$ cat src/rtl/nco_pkg.sv
// Package: shared helpers for the audio master-clock NCO.
// Assumes f_out << f_ref and ACC_W small enough that f_out * 2^(ACC_W+1)
// fits in 64 bits (true for audio rates and ACC_W up to 34).
package nco_pkg;

    // Rounded increment: round(f_out * 2^w / f_ref), computed in integers.
    function automatic logic [63:0] calc_inc(input logic [63:0] f_out,
                                             input logic [63:0] f_ref,
                                             input int unsigned w);
        logic [63:0] scaled;
        scaled = f_out << (w + 1);
        return ((scaled / f_ref) + 64'd1) >> 1;
    endfunction

endpackage

$ cat src/rtl/nco_inc_ctrl.sv
// Increment control: picks a preset or the custom increment, captures it in
// a shadow register every cycle and moves it to the active register only when
// the accumulator reports a wrap. Assumes wrap is a single-cycle qualifier
// from the accumulator in the same clock domain.
module nco_inc_ctrl #(
    parameter int unsigned      ACC_W    = 32,
    parameter logic [ACC_W-1:0] INC_FAM0 = '0,
    parameter logic [ACC_W-1:0] INC_FAM1 = '0
) (
    input  logic             clk,
    input  logic             rst_n,
    input  logic             fam_sel,
    input  logic             use_custom,
    input  logic [ACC_W-1:0] custom_inc,
    input  logic             wrap,
    output logic [ACC_W-1:0] active_inc
);
    logic [ACC_W-1:0] want_inc;
    logic [ACC_W-1:0] shadow_inc;

    // Purpose: decode the requested increment from the control inputs.
    always_comb begin
        if (use_custom)   want_inc = custom_inc;
        else if (fam_sel) want_inc = INC_FAM1;
        else              want_inc = INC_FAM0;
    end

    // Purpose: shadow follows the request; active loads only on a wrap.
    always_ff @(posedge clk) begin
        if (!rst_n) begin
            shadow_inc <= INC_FAM0;
            active_inc <= INC_FAM0;
        end else begin
            shadow_inc <= want_inc;
            if (wrap) active_inc <= shadow_inc;
        end
    end

    AST_HOLD_UNTIL_WRAP: assert property (@(posedge clk) disable iff (!rst_n)
        !wrap |=> $stable(active_inc));

endmodule

$ cat src/rtl/nco_phase_acc.sv
// Phase accumulator: adds the active increment each cycle, reports the
// carry-out as wrap, and registers the MSB as the master clock with a
// rising-edge tick. Assumes inc is nonzero and below 2^(ACC_W-1).
module nco_phase_acc #(
    parameter int unsigned ACC_W = 32
) (
    input  logic             clk,
    input  logic             rst_n,
    input  logic [ACC_W-1:0] inc,
    output logic             wrap,
    output logic             mclk,
    output logic             mclk_tick
);
    logic [ACC_W-1:0] acc;
    logic [ACC_W-1:0] acc_sum;

    // Purpose: next phase and carry-out of the addition.
    always_comb begin
        {wrap, acc_sum} = {1'b0, acc} + {1'b0, inc};
    end

    // Purpose: advance phase, register the MSB and detect its rising edge.
    always_ff @(posedge clk) begin
        if (!rst_n) begin
            acc       <= '0;
            mclk      <= 1'b0;
            mclk_tick <= 1'b0;
        end else begin
            acc       <= acc_sum;
            mclk      <= acc[ACC_W-1];
            mclk_tick <= acc[ACC_W-1] & ~mclk;
        end
    end

    AST_TICK_SINGLE: assert property (@(posedge clk) disable iff (!rst_n)
        mclk_tick |=> !mclk_tick);
    AST_TICK_ON_RISE: assert property (@(posedge clk) disable iff (!rst_n)
        mclk_tick |-> (mclk && !$past(mclk)));

endmodule

$ cat src/rtl/nco_fs_div.sv
// Sample-rate divider: counts master-clock ticks and raises a strobe on every
// 2^DIV_W-th tick. The strobe is the AND of two registered signals and is
// meant only for synchronous use in the reference domain.
module nco_fs_div #(
    parameter int unsigned DIV_W = 8
) (
    input  logic clk,
    input  logic rst_n,
    input  logic tick,
    output logic fs_tick
);
    localparam logic [DIV_W-1:0] LAST = '1;

    logic [DIV_W-1:0] tick_cnt;

    // Purpose: count ticks modulo 2^DIV_W.
    always_ff @(posedge clk) begin
        if (!rst_n)    tick_cnt <= '0;
        else if (tick) tick_cnt <= tick_cnt + 1'b1;
    end

    // Purpose: strobe on the tick that closes a full count.
    always_comb fs_tick = tick && (tick_cnt == LAST);

    AST_FS_WITH_TICK: assert property (@(posedge clk) disable iff (!rst_n)
        fs_tick |-> tick);
    AST_FS_RESTART: assert property (@(posedge clk) disable iff (!rst_n)
        fs_tick |=> (tick_cnt == '0));

endmodule

$ cat src/rtl/audio_mclk_nco.sv
// Top: switchable 256x audio master-clock synthesizer. Derives both preset
// increments from REF_HZ at elaboration and wires the increment control,
// phase accumulator and sample-rate divider. Assumes REF_HZ well above twice
// the highest master frequency.
module audio_mclk_nco #(
    parameter int unsigned ACC_W   = 32,
    parameter int unsigned REF_HZ  = 250_000_000,
    parameter int unsigned FAM0_HZ = 12_288_000,
    parameter int unsigned FAM1_HZ = 11_289_600,
    parameter int unsigned DIV_W   = 8
) (
    input  logic             clk,
    input  logic             rst_n,
    input  logic             fam_sel,
    input  logic             use_custom,
    input  logic [ACC_W-1:0] custom_inc,
    output logic             mclk,
    output logic             mclk_tick,
    output logic             fs_tick
);
    import nco_pkg::*;

    localparam logic [63:0] INC0_W = calc_inc(64'(FAM0_HZ), 64'(REF_HZ), ACC_W);
    localparam logic [63:0] INC1_W = calc_inc(64'(FAM1_HZ), 64'(REF_HZ), ACC_W);
    localparam logic [ACC_W-1:0] INC_FAM0 = INC0_W[ACC_W-1:0];
    localparam logic [ACC_W-1:0] INC_FAM1 = INC1_W[ACC_W-1:0];

    logic [ACC_W-1:0] active_inc;
    logic             wrap;

    nco_inc_ctrl #(
        .ACC_W   (ACC_W),
        .INC_FAM0(INC_FAM0),
        .INC_FAM1(INC_FAM1)
    ) u_ctrl (
        .clk       (clk),
        .rst_n     (rst_n),
        .fam_sel   (fam_sel),
        .use_custom(use_custom),
        .custom_inc(custom_inc),
        .wrap      (wrap),
        .active_inc(active_inc)
    );

    nco_phase_acc #(
        .ACC_W(ACC_W)
    ) u_acc (
        .clk      (clk),
        .rst_n    (rst_n),
        .inc      (active_inc),
        .wrap     (wrap),
        .mclk     (mclk),
        .mclk_tick(mclk_tick)
    );

    nco_fs_div #(
        .DIV_W(DIV_W)
    ) u_fs (
        .clk    (clk),
        .rst_n  (rst_n),
        .tick   (mclk_tick),
        .fs_tick(fs_tick)
    );

    AST_RESET_QUIET: assert property (@(posedge clk)
        !rst_n |=> (!mclk && !mclk_tick && !fs_tick));

endmodule

$ cat config.mk
export PLATFORM = sky130hd
export DESIGN_NAME = audio_mclk_nco
export DESIGN_NICKNAME = d
export VERILOG_FILES = /design/src/rtl/nco_pkg.sv /design/src/rtl/nco_inc_ctrl.sv /design/src/rtl/nco_phase_acc.sv /design/src/rtl/nco_fs_div.sv /design/src/rtl/audio_mclk_nco.sv
export SDC_FILE = /design/constraint.sdc
export NUM_CORES = 1
export LEC_CHECK = 0
export ABC_AREA = 1
export BUFFER_PORTS_ARGS = -buffer_cell sky130_fd_sc_hd__buf_4
export CAP_MARGIN = 20
export CORE_MARGIN = 2
export CORE_UTILIZATION = 40
export DETAILED_ROUTE_END_ITERATION = 8
export HOLD_SLACK_MARGIN = 0.05
export REMOVE_ABC_BUFFERS = 1
export SYNTH_ARGS = -nofsm -noshare
export SYNTH_HDL_FRONTEND = slang
export SYNTH_SLANG_ARGS = --single-unit
export TNS_END_PERCENT = 20
$ cat constraint.sdc
create_clock -name clk -period 6.17 [get_ports clk]
set_input_delay 0.617 -clock clk [delete_from_list [all_inputs] [get_ports clk]]
set_output_delay 0.617 -clock clk [all_outputs]
set_load 0.005 [all_outputs]
==> impl_metrics.json <==
{
  "rows": 44,
  "crit_fanout": 36,
  "diodes": 0,
  "gp_congestion": 0.9886,
  "yosys_warnings": 0,
  "grt_pass1_wl_mm": 23.19,
  "start_kind": "flip-flop",
  "grt_pass1_vias": 4818,
  "yosys-top-cells-area": "dfxtp_1 (36%), nand2_1 (20%), inv_1 (11%)",
  "die_h_um": 125.3,
  "rrSetupSlack_ps": 3320,
  "cts.htree.levels": 3,
  "yosysTopAreaCell": "dfxtp_1",
  "holdPathStages": 1,
  "post-cts-setup-buffer-count": 0,
  "min-delay-start": "u_acc.mclk$_SDFF_PN0_",
  "rsz0062_at_grt": "no",
  "clockBufferDepth": 2,
  "ios": 39,
  "cts-root-buf": "clkbuf_16",
  "grt_antenna_before_repair": 0,
  "numCtsBuffers": 9,
  "cts_tree": "yes",
  "routed_wl_mm": 13.40,
  "finalClockSkew_ps": 8.227,
  "vias": 5250,
  "dieArea_um2": 15710,
  "crit_path_end_kind": "flip-flop",
  "cts_hold_buf": 0,
  "period_needed_ps": 2852,
  "hold_viol": 0,
  "clkSinkCount": 106,
  "cp.required_ps": 6420,
  "gr-usage-all-layers_pct": 18.26,
  "drt_iter0_drc": 243,
  "drv_cap": 0,
  "start_util_pct": 40.67,
  "synthesis.area_um2": 5888,
  "min_path_type": "flip-flop to flip-flop",
  "grt_max_degree": 75,
  "yosys.area.top_type_share_pct": 36.04,
  "whs_endpoint": "u_acc.mclk_tick$_SDFF_PN0_",
  "dr.pass1.iters": 4,
  "drive_gt1_share_pct": 8.637,
  "postCtsResizedCells": 0,
  "synth.most_common_cell": "nand2_1",
  "finalSetupViolCount": 0,
  "synthTopCellsByCount": "nand2_1 (308), inv_1 (165), dfxtp_1 (106)",
  "worstRegToRegCells": 13,
  "io_buffer_count": 38,
  "fmax_ghz": 0.3506,
  "dpl.hpwl_mm": 10.06,
  "r2r_end": "u_ctrl.active_inc[28]$_SDFFE_PN0P_",
  "path_clk_slew_ps": 70,
  "worst_pin_slew_ps": 868.4,
  "dieWidth_um": 125.3,
  "nets": 1026,
  "synthArstFlopShare_pct": 0,
  "drc_errors": 0,
  "grt_overflow_total": 0,
  "synthDistinctLibCells": 30,
  "routed_via_density": 4.585,
  "wire_per_inst_um": 11.71,
  "synth_edf_count": 0,
  "synth_cells": 927,
  "syn-mean-instance-area_um2": 6.352,
  "p_total_mw": 1.662,
  "power_density_nw_per_um2": 250.2,
  "core_area_um2": 14480,
  "arrival_ps": 3100,
  "yosys_register_bits": 106,
  "rr_startpoint": "u_ctrl.active_inc[0]$_SDFFE_PN1P_",
  "ant_nets": 0,
  "path_class": "flip-flop to flip-flop",
  "timing.final.crit_share_pct": 46.22,
  "power_leakage_nw": 3.718,
  "finalSetupTns_ps": 0,
  "irDropWorstVdd_mv": 0.1257,
  "yosysSeqAreaShare_pct": 36.04,
  "status": "completed",
  "nFillCells": 1546,
  "slew_violations": 0,
  "relSlewSlack_pct": 41.96,
  "syn_to_final_growth_pct": 12.86,
  "clk_latency_ps": 360,
  "synth_ff_type": "dfxtp_1"
}
==> cells in the final DEF (no fill, tap or decap), types with 3 or more instances in the layout <==
master / count
ha_1: 33
dfxtp_1: 106
buf_4: 40
nand3_2: 10
nor2_1: 98
o21ai_0: 19
nand2_1: 308
inv_1: 165
clkbuf_16: 9
nand3_1: 63
nor3_1: 10
o21bai_1: 3
a21oi_1: 61
or2_2: 9
inv_6: 3
==> registers in the layout, indices dropped and copies added, names as in the netlist <==
register	cells
u_acc.mclk	1
u_ctrl.active_inc	32
u_ctrl.shadow_inc	32
u_acc.acc	32
u_fs.tick_cnt	8
u_acc.mclk_tick	1
==> where the power goes <==
part | internal [mW] | total [mW] | switching (mW)
Sequential | 0.723 | 0.735 | 0.0124
Combinational | 0.0998 | 0.290 | 0.190
Clock | 0.372 | 0.637 | 0.265
==> worst max path at each step <==
| stage | start | endpoint | slack, ps | cells past startpoint |
|---|---|---|---|---|
| 2_1_floorplan | u_ctrl.active_inc[22]$_SDFFE_PN0P_ | u_ctrl.active_inc[18]$_SDFFE_PN1P_ | 3180 | 11 |
| 3_3_place_gp | rst_n | u_ctrl.shadow_inc[25]$_SDFF_PN0_ | 3330 | 5 |
| 3_5_place_dp | u_ctrl.active_inc[0]$_SDFFE_PN1P_ | u_ctrl.active_inc[28]$_SDFFE_PN0P_ | 3320 | 13 |
| 4_1_cts | u_ctrl.active_inc[0]$_SDFFE_PN1P_ | u_ctrl.active_inc[28]$_SDFFE_PN0P_ | 3290 | 13 |
| 5_1_grt | u_ctrl.active_inc[0]$_SDFFE_PN1P_ | u_ctrl.active_inc[19]$_SDFFE_PN0P_ | 3010 | 13 |
| 6_report | u_ctrl.active_inc[0]$_SDFFE_PN1P_ | u_ctrl.active_inc[28]$_SDFFE_PN0P_ | 3320 | 13 |
==> metal layers <==
metal | vias to the layer above | global-route usage (%) | share of wire [%]
li1 | 2891 | - | -
met1 | 2258 | 25.50 | 52
met2 | 81 | 28.32 | 43
met3 | 20 | 2.781 | 3.0
met4 | 0 | 7.320 | 2.6
met5 | - | 0 | 0
==> logic make-up (layout without fill, tap and decap cells) <==
group	Yosys count	in the layout	synth area share (%)
AO/OA/AOI/OAI	88	88	7.841
adder cells (fa/ha/maj)	34	34	7.352
flip-flops	106	106	36.04
XOR/XNOR	1	1	0.1488
buffers and inverters	189	223	12.60
AND/OR/NAND/NOR	509	509	36.02
==> layout make-up <==
class                   instances  area, µm²  area share, %
multi-input cells             632       3032          45.62
flip-flops and latches        106       2122          31.93
inverters                     167      626.9          9.433
repair buffers                 40      300.3          4.519
clock buffers                  10      239.0          3.596
well taps                     184      230.2          3.465
clock inverters                 6      95.09          1.431
==> worst max-delay path: stages (launching register included) <==
cell and delay (ps):
dfxtp_1 330, ha_1 250, fa_1 460, nand3_1 120, nand3_1 160, nand2_1 100
nand2_1 110, nand2_1 80, nand2_1 80, nand2_2 330, buf_4 450, nand3_1 130
nand2_1 90, nor2_1 40
==> through the flow <==
stage | utilization (%) | cells | setup slack [ps] | cell area (µm²) | hold slack, ps
2_1_floorplan | - | 905 | 3178 | 5773 | 406.1
3_3_place_gp | 43.59 | 1129 | 3331 | 6311 | 407.2
3_5_place_dp | 43.59 | 1129 | 3315 | 6311 | 408.6
4_1_cts | 45.90 | 1145 | 3288 | 6645 | 418.3
5_1_grt | 45.90 | 1145 | 3015 | 6645 | 439.8
6_report | 45.90 | 1145 | 3318 | 6645 | 411.9
Power figures use the tool's default switching activity.
